File: src/rtl/cal_seq_pkg.sv
package cal_seq_pkg;

  localparam int CODE_W    = 3;
  localparam int SEL_W     = 2;
  localparam int MAX_STEPS = 3;
  localparam int IDX_W     = $clog2(MAX_STEPS + 1);

  typedef enum logic [CODE_W-1:0] {
    STEP_NONE  = 3'd0,
    STEP_DAC   = 3'd1,
    STEP_IGAIN = 3'd2,
    STEP_IOFS  = 3'd3,
    STEP_SGAIN = 3'd4,
    STEP_SOFS  = 3'd5
  } step_e;

  typedef enum logic [SEL_W-1:0] {
    SEL_FULL     = 2'b00,
    SEL_GAIN_OFS = 2'b01,
    SEL_OFS      = 2'b10,
    SEL_GAIN     = 2'b11
  } sel_e;

  typedef struct packed {
    logic             sys;
    logic [SEL_W-1:0] sel;
  } cal_req_t;

  typedef logic [MAX_STEPS-1:0][CODE_W-1:0] plan_t;

  localparam cal_req_t DEFAULT_REQ = '{sys: 1'b0, sel: SEL_FULL};

endpackage

File: src/rtl/cal_rst_sync.sv
module cal_rst_sync #(
  parameter int STAGES = 2
) (
  input  logic clk,
  input  logic rst_n,
  output logic rst_s
);

  logic [STAGES-1:0] sh_q;

  // asserts at once, releases after STAGES clock edges
  always_ff @(posedge clk or negedge rst_n) begin
    if (!rst_n) sh_q <= '0;
    else        sh_q <= {sh_q[STAGES-2:0], 1'b1};
  end

  assign rst_s = sh_q[STAGES-1];

endmodule

File: src/rtl/cal_plan_dec.sv
module cal_plan_dec
  import cal_seq_pkg::*;
(
  input  cal_req_t         req,
  output plan_t            plan,
  output logic [IDX_W-1:0] plan_len
);

  step_e gain_c;
  step_e ofs_c;

  always_comb begin
    gain_c = req.sys ? STEP_SGAIN : STEP_IGAIN;
    ofs_c  = req.sys ? STEP_SOFS  : STEP_IOFS;
    plan   = '0;
    unique case (sel_e'(req.sel))
      SEL_FULL: begin
        plan[0]  = STEP_DAC;
        plan[1]  = gain_c;
        plan[2]  = ofs_c;
        plan_len = IDX_W'(3);
      end
      SEL_GAIN_OFS: begin
        plan[0]  = gain_c;
        plan[1]  = ofs_c;
        plan_len = IDX_W'(2);
      end
      SEL_OFS: begin
        plan[0]  = ofs_c;
        plan_len = IDX_W'(1);
      end
      default: begin
        plan[0]  = gain_c;
        plan_len = IDX_W'(1);
      end
    endcase
  end

endmodule

File: src/rtl/cal_step_fsm.sv
module cal_step_fsm
  import cal_seq_pkg::*;
(
  input  logic              clk,
  input  logic              rst_s,
  input  logic              req_valid,
  input  cal_req_t          req_in,
  output cal_req_t          launch_req,
  input  plan_t             plan_codes,
  input  logic [IDX_W-1:0]  plan_len,
  input  logic              step_done,
  output logic              step_start,
  output logic [CODE_W-1:0] step_code,
  output logic              busy,
  output logic              cal_complete
);

  typedef enum logic [1:0] {ST_IDLE, ST_ISSUE, ST_WAIT} st_e;

  st_e              state_q, state_d;
  logic [IDX_W-1:0] idx_q, idx_d;
  logic [IDX_W-1:0] len_q;
  plan_t            plan_q;
  logic             auto_q, auto_d;
  logic             cmpl_q, cmpl_d;
  logic             ld_plan;
  logic             last_step;

  assign launch_req = auto_q ? DEFAULT_REQ : req_in;
  assign last_step  = (idx_q == (len_q - 1'b1));

  // next-state logic
  always_comb begin
    state_d = state_q;
    idx_d   = idx_q;
    auto_d  = auto_q;
    cmpl_d  = 1'b0;
    ld_plan = 1'b0;
    unique case (state_q)
      ST_IDLE: begin
        if (auto_q || req_valid) begin
          ld_plan = 1'b1;
          idx_d   = '0;
          auto_d  = 1'b0;
          state_d = ST_ISSUE;
        end
      end
      ST_ISSUE: state_d = ST_WAIT;
      ST_WAIT: begin
        if (step_done) begin
          if (last_step) begin
            state_d = ST_IDLE;
            cmpl_d  = 1'b1;
          end else begin
            idx_d   = idx_q + 1'b1;
            state_d = ST_ISSUE;
          end
        end
      end
      default: state_d = ST_IDLE;
    endcase
  end

  // control registers
  always_ff @(posedge clk or negedge rst_s) begin
    if (!rst_s) begin
      state_q <= ST_IDLE;
      idx_q   <= '0;
      auto_q  <= 1'b1;
      cmpl_q  <= 1'b0;
    end else begin
      state_q <= state_d;
      idx_q   <= idx_d;
      auto_q  <= auto_d;
      cmpl_q  <= cmpl_d;
    end
  end

  // plan registers, loaded only on launch
  always_ff @(posedge clk or negedge rst_s) begin
    if (!rst_s) begin
      plan_q <= '0;
      len_q  <= '0;
    end else if (ld_plan) begin
      plan_q <= plan_codes;
      len_q  <= plan_len;
    end
  end

  assign step_start   = (state_q == ST_ISSUE);
  assign step_code    = step_start ? plan_q[idx_q] : STEP_NONE;
  assign busy         = (state_q != ST_IDLE);
  assign cal_complete = cmpl_q;

  a_r5_start_single: assert property (@(posedge clk) disable iff (!rst_s)
    step_start |=> !step_start);
  a_r5_code_quiet: assert property (@(posedge clk) disable iff (!rst_s)
    !step_start |-> (step_code == STEP_NONE));
  a_r6_start_busy: assert property (@(posedge clk) disable iff (!rst_s)
    step_start |-> busy);
  a_r8_complete_single: assert property (@(posedge clk) disable iff (!rst_s)
    cal_complete |=> !cal_complete);
  a_r8_complete_idle: assert property (@(posedge clk) disable iff (!rst_s)
    cal_complete |-> !busy);
  a_r7_no_relaunch: assert property (@(posedge clk) disable iff (!rst_s)
    cal_complete |-> !step_start);

endmodule

File: src/rtl/cal_seq_top.sv
module cal_seq_top
  import cal_seq_pkg::*;
#(
  parameter int SYNC_STAGES = 2
) (
  input  logic              clk,
  input  logic              rst_n,
  input  logic              req_valid,
  input  logic              req_sys,
  input  logic [SEL_W-1:0]  req_sel,
  input  logic              step_done,
  output logic              step_start,
  output logic [CODE_W-1:0] step_code,
  output logic              busy,
  output logic              cal_complete
);

  logic             rst_s;
  cal_req_t         host_req;
  cal_req_t         launch_req;
  plan_t            plan_codes;
  logic [IDX_W-1:0] plan_len;

  assign host_req = '{sys: req_sys, sel: req_sel};

  cal_rst_sync #(.STAGES(SYNC_STAGES)) u_rst (
    .clk   (clk),
    .rst_n (rst_n),
    .rst_s (rst_s)
  );

  cal_plan_dec u_dec (
    .req      (launch_req),
    .plan     (plan_codes),
    .plan_len (plan_len)
  );

  cal_step_fsm u_fsm (
    .clk          (clk),
    .rst_s        (rst_s),
    .req_valid    (req_valid),
    .req_in       (host_req),
    .launch_req   (launch_req),
    .plan_codes   (plan_codes),
    .plan_len     (plan_len),
    .step_done    (step_done),
    .step_start   (step_start),
    .step_code    (step_code),
    .busy         (busy),
    .cal_complete (cal_complete)
  );

endmodule

File: config.mk
export PLATFORM = sky130hd
export DESIGN_NAME = cal_seq_top
export DESIGN_NICKNAME = d
export VERILOG_FILES = /design/src/rtl/cal_seq_pkg.sv /design/src/rtl/cal_rst_sync.sv /design/src/rtl/cal_plan_dec.sv /design/src/rtl/cal_step_fsm.sv /design/src/rtl/cal_seq_top.sv
export SDC_FILE = /design/constraint.sdc
export NUM_CORES = 1
export LEC_CHECK = 0
export BUFFER_PORTS_ARGS = -buffer_cell sky130_fd_sc_hd__buf_2
export CORE_ASPECT_RATIO = 0.9
export CORE_MARGIN = 2
export CORE_UTILIZATION = 35
export DETAILED_ROUTE_END_ITERATION = 6
export HOLD_SLACK_MARGIN = 0.03
export PLACE_DENSITY = 0.61
export SYNTH_ARGS = -nofsm -noshare
export SYNTH_HDL_FRONTEND = slang
export SYNTH_SLANG_ARGS = --single-unit
File: constraint.sdc
create_clock -name clk -period 1.59 [get_ports clk]
set_input_delay 0.3975 -clock clk [delete_from_list [all_inputs] [get_ports clk]]
set_output_delay 0.3975 -clock clk [all_outputs]
set_load 0.03 [all_outputs]
Word level (Yosys, flattened, before mapping)
Cells that the tools add are included.

storage, ports and cells
  register bits = 19
  input port bits = 7
  output and inout port bits = 6
  word-level logic and storage cells = 51

cells by class
  $add $sub $neg = 2
  order comparisons = 1
  equal/unequal tests = 8
  multiplexer cells = 23
  reduce and logical (&&, ||, !) cells = 8

operator list
  operator             count
  $mux 3               6
  $pmux 3 s2           2
  $mux 2               5
  $pmux 2 s2           2
  $bmux 3 s2           1
  $mux 1               6
  $pmux 2 s3           1
  $eq 2x1->1 const B   2
  $eq 2x2->1 const B   2
  $logic_not 2->1      2
  $ne 2x2->1 const B   2
  $reduce_and 2->1     2
  $reduce_and 4->1     1
  $reduce_bool 2->1    2
  $lt 2x3->1 const B   1
  $add 2x1->2 const B  1
  $eq 2x2->1           1
  $ne 2x1->1 const B   1
  $sub 2x1->2 const B  1
  $logic_or 1x1->1     1

Longest topological paths before layout
Gate-level depths: netlist (run 1).

  word-level depth = 5
  gate-level depth with buffers = 5
  mapped depth without buffers = 3

By module
A second synthesis (run 1) with hierarchy kept.

unflattened totals
  cell total of the unflattened synthesis = 87
  area, all modules = 972.2 µm²

modules (own cells, without submodules)
  module        times used  cells each  area an instance (µm²)  sequential area each (µm²)
  cal_step_fsm  1           72          843.3                   426.7
  cal_plan_dec  1           12          75.1                    0.0
  cal_rst_sync  1           3           53.8                    50.0

Least setup slack after synthesis (run 1)
Ideal clock, no wire load.

  kind = reg-to-output
  start = reg u_fsm.idx_q[1]
  end = out step_code[0]
  data arrival time = 1248 ps
  required time = 1192 ps
  path slack = -56 ps
  cell stages (with the launch flop) = 5
  buffers on the path = 1
  cells stage by stage = dfrtp_1 buf_2 nor2b_1 nand2_1 a21oi_1

on the way
  longest elaborated chain between the ends = 3

ends and longest elaborated chain
  element                       RTL line            source
  start: declaration            cal_step_fsm.sv:21  logic [IDX_W-1:0] idx_q, idx_d;
  start signal: assignment      cal_step_fsm.sv:73  idx_q <= idx_d;
  $bmux 3 s2                    cal_step_fsm.sv:91  assign step_code = step_start ? plan_q[idx_q] : STEP_NONE;
  $mux 3 (not written as such)  cal_step_fsm.sv:91
  $mux 3                        cal_step_fsm.sv:91
  end: declaration              cal_seq_top.sv:13   output logic [CODE_W-1:0] step_code,

No other way between the ends. The select of a mux whose other input is x is not followed.

Worst setup path after layout (run 1)
  start = reg u_fsm.idx_q[1]
  end = out step_code[2]

The elaborated chain is that of the path after synthesis.

==> results of run 1 <==
==> flip-flops by register name, summed over array words and instances, names as in the netlist <==
| signal | cells |
|---|---|
| u_fsm.state_q | 2 |
| u_fsm.len_q | 2 |
| u_fsm.idx_q | 2 |
| u_rst.sh_q | 2 |
| u_fsm.cal_complete | 1 |
| u_fsm.plan_q | 9 |
| u_fsm.auto_q | 1 |
==> Yosys cell counts, types with 2 or more instances <==
library cell	instances
dfrtp_1	18
nand2_1	7
o21ai_1	7
a21oi_1	6
inv_1	6
buf_2	4
mux2_1	4
nor2b_1	4
o21ai_0	4
o211ai_1	3
mux2i_1	2
nand2b_1	2
nand3_1	2
nand4_1	2
nor2_1	2
nor2_2	2
o2bb2ai_1	2
or2_1	2
==> path summary, 6_finish.rpt <==
check	start	end	cells after the start
max in group asynchronous	u_rst.sh_q[1]	u_fsm.idx_q[1]	0
hold reg to reg	u_rst.sh_q[1]	u_fsm.len_q[1]	0
min in group clk	req_sys	u_fsm.plan_q[1]	2
setup reg to reg	u_fsm.state_q[0]	u_fsm.plan_q[6]	4
setup / recovery	u_fsm.idx_q[1]	step_code[2]	4
hold / removal	u_rst.sh_q[1]	u_fsm.len_q[1]	0
==> layer usage <==
layer  wire, um  vias to the layer above  GRT usage
li1           -                      378          -
met1        956                      375      0.213
met2       1110                       29      0.247
met3         94                        4     0.0220
met4         32                        0     0.0795
met5          0                        -          0
==> timing repair <==
action	in CTS	in global routing
hold endpoints to repair	2	0
gates resized for setup	19	11
pin swaps	0	4
hold buffers	1	0
endpoints found under the setup margin	5	5
buffers inserted	0	5
==> worst max-delay path, cell delays in order, from the launching register on <==
cell	delay (ps)
dfrtp_2	480
mux2_4	320
nand2_2	70
a21oi_2	50
buf_6	130
==> power by group <==
part	internal (uW)	total, uW	leakage, uW	switching, uW
clock	97.8	244	0.0000150	146
combinational	600	1200	0.000300	599
sequential	658	821	0.000233	163
total	1360	2270	0.000548	909
==> cell usage in the layout, fill, tap and decap left out, types with 4 or more instances in the layout <==
cell / synthesis / final
dfrtp_1: 18 / 16
buf_6: 0 / 8
o21ai_1: 7 / 7
buf_2: 4 / 7
buf_4: 0 / 7
nand2_1: 7 / 4
inv_1: 6 / 4
o21ai_0: 4 / 4
==> layout make-up <==
cell class / count / area, sq um
Sequential cell: 19 / 479
Inverter: 6 / 22.5
Timing Repair Buffer: 23 / 188
Fill cell: 227 / 1290
Tap cell: 28 / 35.0
Multi-Input combinational cell: 64 / 473
Clock buffer: 4 / 26.3
==> cell families (layout without fill, tap and decap cells) <==
logic type	Yosys count	count (layout)
simple gates	29	29
compound gates	26	26
flops	19	19
buf+inv	10	33
mux	6	6
xor+xnor	2	2
other cells	1	1
==> per-stage QoR <==
stage	hold slack [ps]	area (sq um)	TNS, ps	setup WS (ps)
finish	291	1220	-544	-164
global route	297	1220	-735	-205
CTS	289	1160	-615	-170
detailed placement	183	1060	0	78.2
global placement	182	1060	0	90.3
floorplan	102	950	0	108
==> impl_results.md, run 1 <==
- DR WL/cell: 15.3 um
- Worst Skew: 2.06 ps
- Pin count of the biggest net entering global routing: 18
- Clk Latency, worst-skew pair: 300 ps
- Leak: 0.000548 uW
- Number of H-tree levels: 1
- Most used DFF post-synth: dfrtp_1
- Post-Syn Nets: 100
- Worst EP required: between 1000 and 1500 ps
- Final period util: 1.10
- F_max: 570 MHz
- Gr usage total: 0.158
- Drt pass-1 iters: 7
- Vias in the first global route: 760
- Share of cells above drive strength 1: 0.405
- Total power: 2270 uW
- Drt initial violations: 19
- Crit path arrival time: 1360 ps
- Die height: around 53 um
- Compound-Gate Fraction of Synth Area: 0.179
- Crit Path Max Fanout: 5
- Placeable Area: 2510 sq um
- Slew Viols, Final: 0
- Peak supply drop: 0.835 mV
- Worst Setup End Kind: output port
- Area growth, synth to finish: 30.4%
- Violated checks: design-rule violations, negative setup slack
- Antenna diodes: 0
- Grt ovf: 0
- Final Non-Filler Cells: 144
- Status: finished, violations left
- Final min period: 1750 ps
- Synth top area share: 0.480
- DR DRC count: 1
- Async SR Flop Fraction: 1.00
- Synth Area in XOR/XNOR: 0.0187
- Final Util: 0.488
- Normalized max-slew margin: 0.536
- Initial antenna violation count: 0
- Cell accounting for the most synthesized area: dfrtp_1
- Main combinational cell family by area after synthesis: compound AO/OA/AOI/OAI gates
- Endpoints failing setup: 4
- I/O pin cnt: 13
- Final hold violation count: 0
- Vias per cell: 5.46
- Sequential share of the synthesized area: 0.508
- Total number of vias: 786
- CTS tree: done
- Pwr Density: roughly 1900 nW/um^2
- Warnings from Yosys: 0
- CTS max path bufs: 2
- CTS buffer count: 3
- Clk root buf: clkbuf_4
- Post-synthesis adder-cell area fraction: 0
- Measured slew at the worst slew-check pin: just under 700 ps
- Max Cap Violations: 0
- Seq cells post-synth: 19
- Post-synth EDFFs: 0
- Syn Inst Count: 93
- Die width: 58.6 um
- GP Congestion: 0.788
- Critical path class: reg2out
- # port buffers: 12
- Row count: 17
- First-pass GRT wire length: 3570 um
- RSZ-0062 raised after global routing: true
- Avg Cell Area, Syn: 10.1 sq um
- Synthesized area: 938 sq um
- Hpwl dp: 1490 um
- CP startpoint kind: flip-flop
- Total routed wirelength: 2200 um
- Placed cells: roughly 130
- Routed Antenna Nets: 0
- Initial Util: 0.374
- Simple-Gate Fraction of Synth Area: 0.176
- Hold Crit Class: reg2async
- Synth unique cells: 32
- CTS clk-pin slew, worst paths: roughly 100 ps
- Setup slack after layout: -164 ps
- R2r setup slk: 10 ps
- Clk sinks: 19
- Final nets: 124
- Mux cell area share after synthesis: 0.0693
- Synth area leaders: dfrtp_1 48%, mux2_1 4.8%, o21ai_1 3.7%, a21oi_1 3.2%, dfstp_2 2.8%
- Die area: 3110 sq um
(Power assumes the default switching activity.)
==> run 2, diff against run 1 <==
Settings changed: CELL_PAD_IN_SITES_DETAIL_PLACEMENT set to 1, CELL_PAD_IN_SITES_GLOBAL_PLACEMENT set to 2, CORE_UTILIZATION 35 to 34, PLACE_DENSITY 0.61 to 0.83, RECOVER_POWER set to 50.
==> run 2 against run 1 <==
  * The flow finishes with violations (negative setup slack)
  * Die area rose by 2.7%
  * Final cell count up 6.3%
  * Count of clock-buffer cells in the layout is 1 lower
  * Power up 6.9%
  * Critical path depth increased by 1
  * Worst setup slack worse by 84 ps
  * Via count rose by 3.4%
  * Fmax decreased by 4.6%
  * Worst hold slack got worse by 230 ps
  * Non-clock buffer count is 6 higher
  * Critical endpoint is now step_code[0]
  * Largest power group unchanged
==> impl_results.md, run 2 (synthesis results as in run 1) <==
- CTS tree: done
- Total routed wirelength: 2560 um (+17%)
- Row count: 18 (+1)
- Most frequent cells in the layout: 17 x dfrtp_1, 10 x buf_6, 10 x buf_4
- Largest reg by FF count: u_fsm.plan_q
- Initial antenna violation count: 0 (unchanged)
- CP startpoint kind: flip-flop
- CTS max path bufs: 2 (unchanged)
- CTS clk-pin slew, worst paths: 110 ps (about the same)
- Slew Viols, Final: 0 (unchanged)
- First-pass GRT wire length: 4170 um (+17%)
- Total number of vias: 813 (+3.4%)
- Total power: 2420 uW (+6.9%)
- Final hold violation count: 0 (unchanged)
- Placeable Area: 2680 sq um (+6.8%)
- Die height: 53.8 um (+1.4%)
- Drt initial violations: 6 (-13)
- Commonest non-fill, non-tap cell in the layout: dfrtp_1
- Pwr Density: 1870 nW/um^2 (+1.1%)
- Die area: 3200 sq um (+2.7%)
- CTS buffer count: 3 (unchanged)
- Final min period: 1840 ps (+84.3 ps)
- DR DRC count: 0 (-1)
- DR WL/cell: 16.8 um (+9.7%)
- Worst Skew: 1.86 ps (-0.205 ps)
- Pin count of the biggest net entering global routing: 15 (-3)
- Gr usage total: 0.180 (+0.0229)
- Max Cap Violations: 0 (unchanged)
- Share of cells above drive strength 1: 0.431 (+0.0257)
- Hpwl dp: 1780 um (+20%)
- Worst EP required: 1190 ps (about the same)
- Worst hold-check slack: 63.2 ps (-228 ps)
- Status: finished, violations left
- Number of H-tree levels: 1 (unchanged)
- Hold Crit Class: reg2async
- Vias in the first global route: 853 (+12%)
- RSZ-0062 raised after global routing: true
- Final period util: 1.16 (+0.0530)
- Peak supply drop: 0.744 mV (-11%)
- Vias per cell: 5.31 (-2.6%)
- Routed Antenna Nets: 0 (unchanged)
- Final Util: 0.483 (-0.00434)
- Max reg flops: 9 (unchanged)
- Crit path arrival time: 1440 ps (+80 ps)
- Drt pass-1 iters: 2 (-5)
- I/O pin cnt: 13 (unchanged)
- Final nets: 131 (+5.6%)
- F_max: 544 MHz (-4.6%)
- Setup slack after layout: -248 ps (-84.3 ps)
- Area growth, synth to finish: 38.0%
- Crit Path Max Fanout: 4 (-1)
- Leak: 0.000586 uW (+6.8%)
- Critical path class: reg2out
- # port buffers: 12 (unchanged)
- Violated checks: negative setup slack
- Clk sinks: 19 (unchanged)
- Normalized max-slew margin: 0.488 (-0.0478)
- Measured slew at the worst slew-check pin: 768 ps (+71.7 ps)
- Endpoints failing setup: 6 (+2)
- GP Congestion: 0.764 (-3.0%)
- Clk Latency, worst-skew pair: 300 ps (about the same)
- Worst Setup End Kind: output port
- Grt ovf: 0 (unchanged)
- Initial Util: 0.350 (-0.0237)
- Antenna diodes: 0 (unchanged)
- Clk root buf: clkbuf_4
- Die width: 59.4 um (+1.4%)
[run 2: cell types whose count changed in the layout (fill, tap and decap cells not counted), sizes merged]
cell	before	now
buf	22	26
clkbuf	4	5
clkinv	0	1
or2	2	3
[run 2: repair_timing]
action / CTS / global route
gates resized for setup: 21 / 10
gates cloned: 0 / 1
pin swaps: 2 / 4
hold endpoints to repair: 2 / 0
hold buffers: 1 / 0
setup buffers: 2 / 3
setup endpoints to repair: 5 / 5
[run 2: worst paths after layout]
path	start	endpoint	slack, ps	cells past startpoint
min in group clk	req_sys	u_fsm.plan_q[1]	290	2
worst max-delay path	u_fsm.idx_q[1]	step_code[0]	-250	5
max in group asynchronous	u_rst.sh_q[1]	u_fsm.idx_q[1]	560	1
worst min register to register	u_rst.sh_q[1]	u_fsm.state_q[0]	60	0
worst max register to register	u_fsm.state_q[1]	u_fsm.plan_q[2]	0	4
worst min-delay path	u_rst.sh_q[1]	u_fsm.state_q[0]	60	0
[run 2: power breakdown]
group	total, uW	internal, uW	switching [uW]
registers	806	656	151
logic	1370	695	676
clock network	245	93.8	151
[run 2: metal layers]
layer	vias to the layer above	wire, um	share of wire	track usage
li1	387	-	-	-
met1	407	1150	0.45	0.234
met2	17	1290	0.50	0.288
met3	2	103	0.040	0.0649
met4	0	20	0.0078	0.0455
met5	-	0	0	0
[run 2: final cells by class]
class                      instances  area [sq um]
clock inverter                     1          5.00
inverter                           6          22.5
clock buffer                       3          22.5
timing repair buffer              29           235
multi-input combinational         65           494
fill                             306          1390
sequential                        19           478
tap                               30          37.5
[run 2: stage by stage]
stage	cell area [sq um]	std cells	setup WS [ps]	setup TNS, ps
after floorplan	950	93	108	0
after global placement	1110	142	43.2	0
after detailed placement	1110	142	-10.5	-10.5
after CTS	1230	149	-282	-861
after global routing	1290	153	-312	-1170
final	1290	153	-248	-843
[run 2: worst max-delay path: stages (launching register included)]
cell	delay (ps)
dfrtp_2	460
buf_6	130
mux2_4	290
nand2_2	70
a21oi_2	60
buf_6	130
==> run 3, diff against run 2 <==
Settings changed: BUFFER_PORTS_ARGS -buffer_cell sky130_fd_sc_hd__buf_2 to -buffer_cell sky130_fd_sc_hd__clkbuf_2.
==> run 3 against run 2 <==
  * The run still ends with negative setup slack left
  * Power fell by 6.3%
  * Via count fell by 6.6%
  * Die area did not move
  * Largest cell class is now flip-flops and latches
  * Combinational power fell by 9%
  * Utilization fell by 2.0 points
  * Worst hold slack improved by 220 ps
  * Global-route usage fell by 0.93 points
==> impl_results.md, run 3 (synthesis results as in run 1) <==
- CP startpoint kind: flip-flop
- Commonest non-fill, non-tap cell in the layout: dfrtp_1
- Peak supply drop: 0.620 mV (-17%)
- DR DRC count: 0 (unchanged)
- Drt pass-1 iters: 3 (+1)
- CTS tree: done
- Pwr Density: 1830 nW/um^2 (-2.2%)
- Total number of vias: 759 (-6.6%)
- Hpwl dp: 1770 um (-0.60%)
- Drt initial violations: 29 (+23)
- Endpoints failing setup: 3 (-3)
- Crit path arrival time: 1450 ps (about the same)
- Worst Skew: 13.4 ps (+11.6 ps)
- Final hold violation count: 0 (unchanged)
- GP Congestion: 0.853 (+12%)
- Setup slack after layout: -261 ps (-12.5 ps)
- Vias in the first global route: 798 (-6.4%)
- Worst path cell trace: buf_6 > mux2_4 > nand2_2 > a21oi_2 > clkbuf_8
- Area growth, synth to finish: 32.3%
- Max reg flops: 9 (unchanged)
- CP top delay family: flip-flops
- Vias per cell: 5.13 (-3.5%)
- I/O pin cnt: 13 (unchanged)
- Clk sinks: 19 (unchanged)
- Routed Antenna Nets: 0 (unchanged)
- Final min period: 1850 ps (+12.5 ps)
- First-pass GRT wire length: 3950 um (-5.3%)
- Pin count of the biggest net entering global routing: 18 (+3)
- Die width: 59.4 um (unchanged)
- DR WL/cell: 15.7 um (-6.5%)
- Final period util: 1.16 (+0.00789)
- Leak: 0.000564 uW (-3.7%)
- Share of cells above drive strength 1: 0.373 (-0.0580)
- Status: finished, violations left
- CTS clk-pin slew, worst paths: 110 ps (about the same)
- F_max: 540 MHz (-0.68%)
- Initial Util: 0.350 (unchanged)
- Initial antenna violation count: 0 (unchanged)
- Largest reg by FF count: u_fsm.plan_q
- CTS max path bufs: 2 (unchanged)
- Critical path class: reg2out
- Measured slew at the worst slew-check pin: 698 ps (-70.2 ps)
- Total routed wirelength: 2320 um (-9.6%)
- Antenna diodes: 0 (unchanged)
- Worst-path cell with the longest stage delay: dfrtp_2
- RSZ-0062 raised after global routing: true
- Gr usage total: 0.171 (-0.00925)
- Clk Latency, worst-skew pair: 290 ps (about the same)
- Die area: 3200 sq um (unchanged)
- Final nets: 126 (-3.8%)
- # port buffers: 12 (unchanged)
- WP buf/inv: 2 (unchanged)
- Most frequent cells in the layout: 17 x dfrtp_1, 8 x buf_4, 7 x o21ai_1
- Total power: 2270 uW (-6.3%)
- CTS buffer count: 3 (unchanged)
- TNS Setup: -767 ps (+76.1 ps)
- Hold Crit Class: reg2async
- Worst Setup End Kind: output port
- Row count: 18 (unchanged)
- Die height: 53.8 um (unchanged)
- CP max stage delay: 460 ps (about the same)
- Crit Path Max Fanout: 4 (unchanged)
- Worst EP required: 1190 ps (about the same)
- Placeable Area: 2680 sq um (unchanged)
- Grt ovf: 0 (unchanged)
- Violated checks: negative setup slack
- Clk root buf: clkbuf_4
- Max Cap Violations: 0 (unchanged)
- Number of H-tree levels: 1 (unchanged)
- Slew Viols, Final: 0 (unchanged)
- Normalized max-slew margin: 0.535 (+0.0468)
[run 3: metrics by stage]
stage                     cell area (sq um)  utilization  std cells  hold slack, ps  setup WS [ps]
after floorplan                         950            -         93             102            108
after CTS                              1230        0.458        148             296           -281
after global routing                   1240        0.463        148             305           -332
after global placement                 1100        0.411        141             183           19.0
after detailed placement               1100        0.411        141             186          -4.98
final                                  1240        0.463        148             279           -261
[run 3: path summary, 6_finish.rpt]
kind	startpoint	slack, ps	endpoint	depth (start not counted)
worst min register to register	u_rst.sh_q[1]	280	u_fsm.len_q[1]	0
worst max-delay path	u_fsm.idx_q[1]	-260	step_code[2]	5
worst min-delay path	u_rst.sh_q[1]	280	u_fsm.len_q[1]	0
max in group asynchronous	u_rst.sh_q[1]	830	u_fsm.idx_q[1]	0
worst max register to register	u_fsm.state_q[0]	110	u_fsm.plan_q[1]	3
min in group clk	req_sys	300	u_fsm.plan_q[1]	2
[run 3: per-layer routing]
layer	GRT usage	wire (um)	part of all wire
met5	0	0	0
met4	0.0341	0	0
met3	0.0337	59	0.025
met2	0.282	1160	0.50
met1	0.235	1100	0.47
[run 3: cell type report]
cell class | count | area (sq um)
multi-input cells | 64 | 459
inverters | 6 | 22.5
well taps | 30 | 37.5
fillers | 298 | 1440
flip-flops and latches | 19 | 478
clock inverters | 1 | 5.00
repair buffers | 25 | 216
clock buffers | 3 | 22.5
[run 3: power breakdown]
part           switching [uW]  internal (uW)
sequential                142            656
combinational             612            624
clock                     144           93.5
total                     898           1370
[run 3: timing repair]
item | CTS | global route
setup buffers | 2 | 0
hold endpoints to repair | 2 | 0
hold buffers | 1 | 0
pin swaps | 0 | 1
gates resized for setup | 20 | 6
endpoints found under the setup margin | 5 | 5
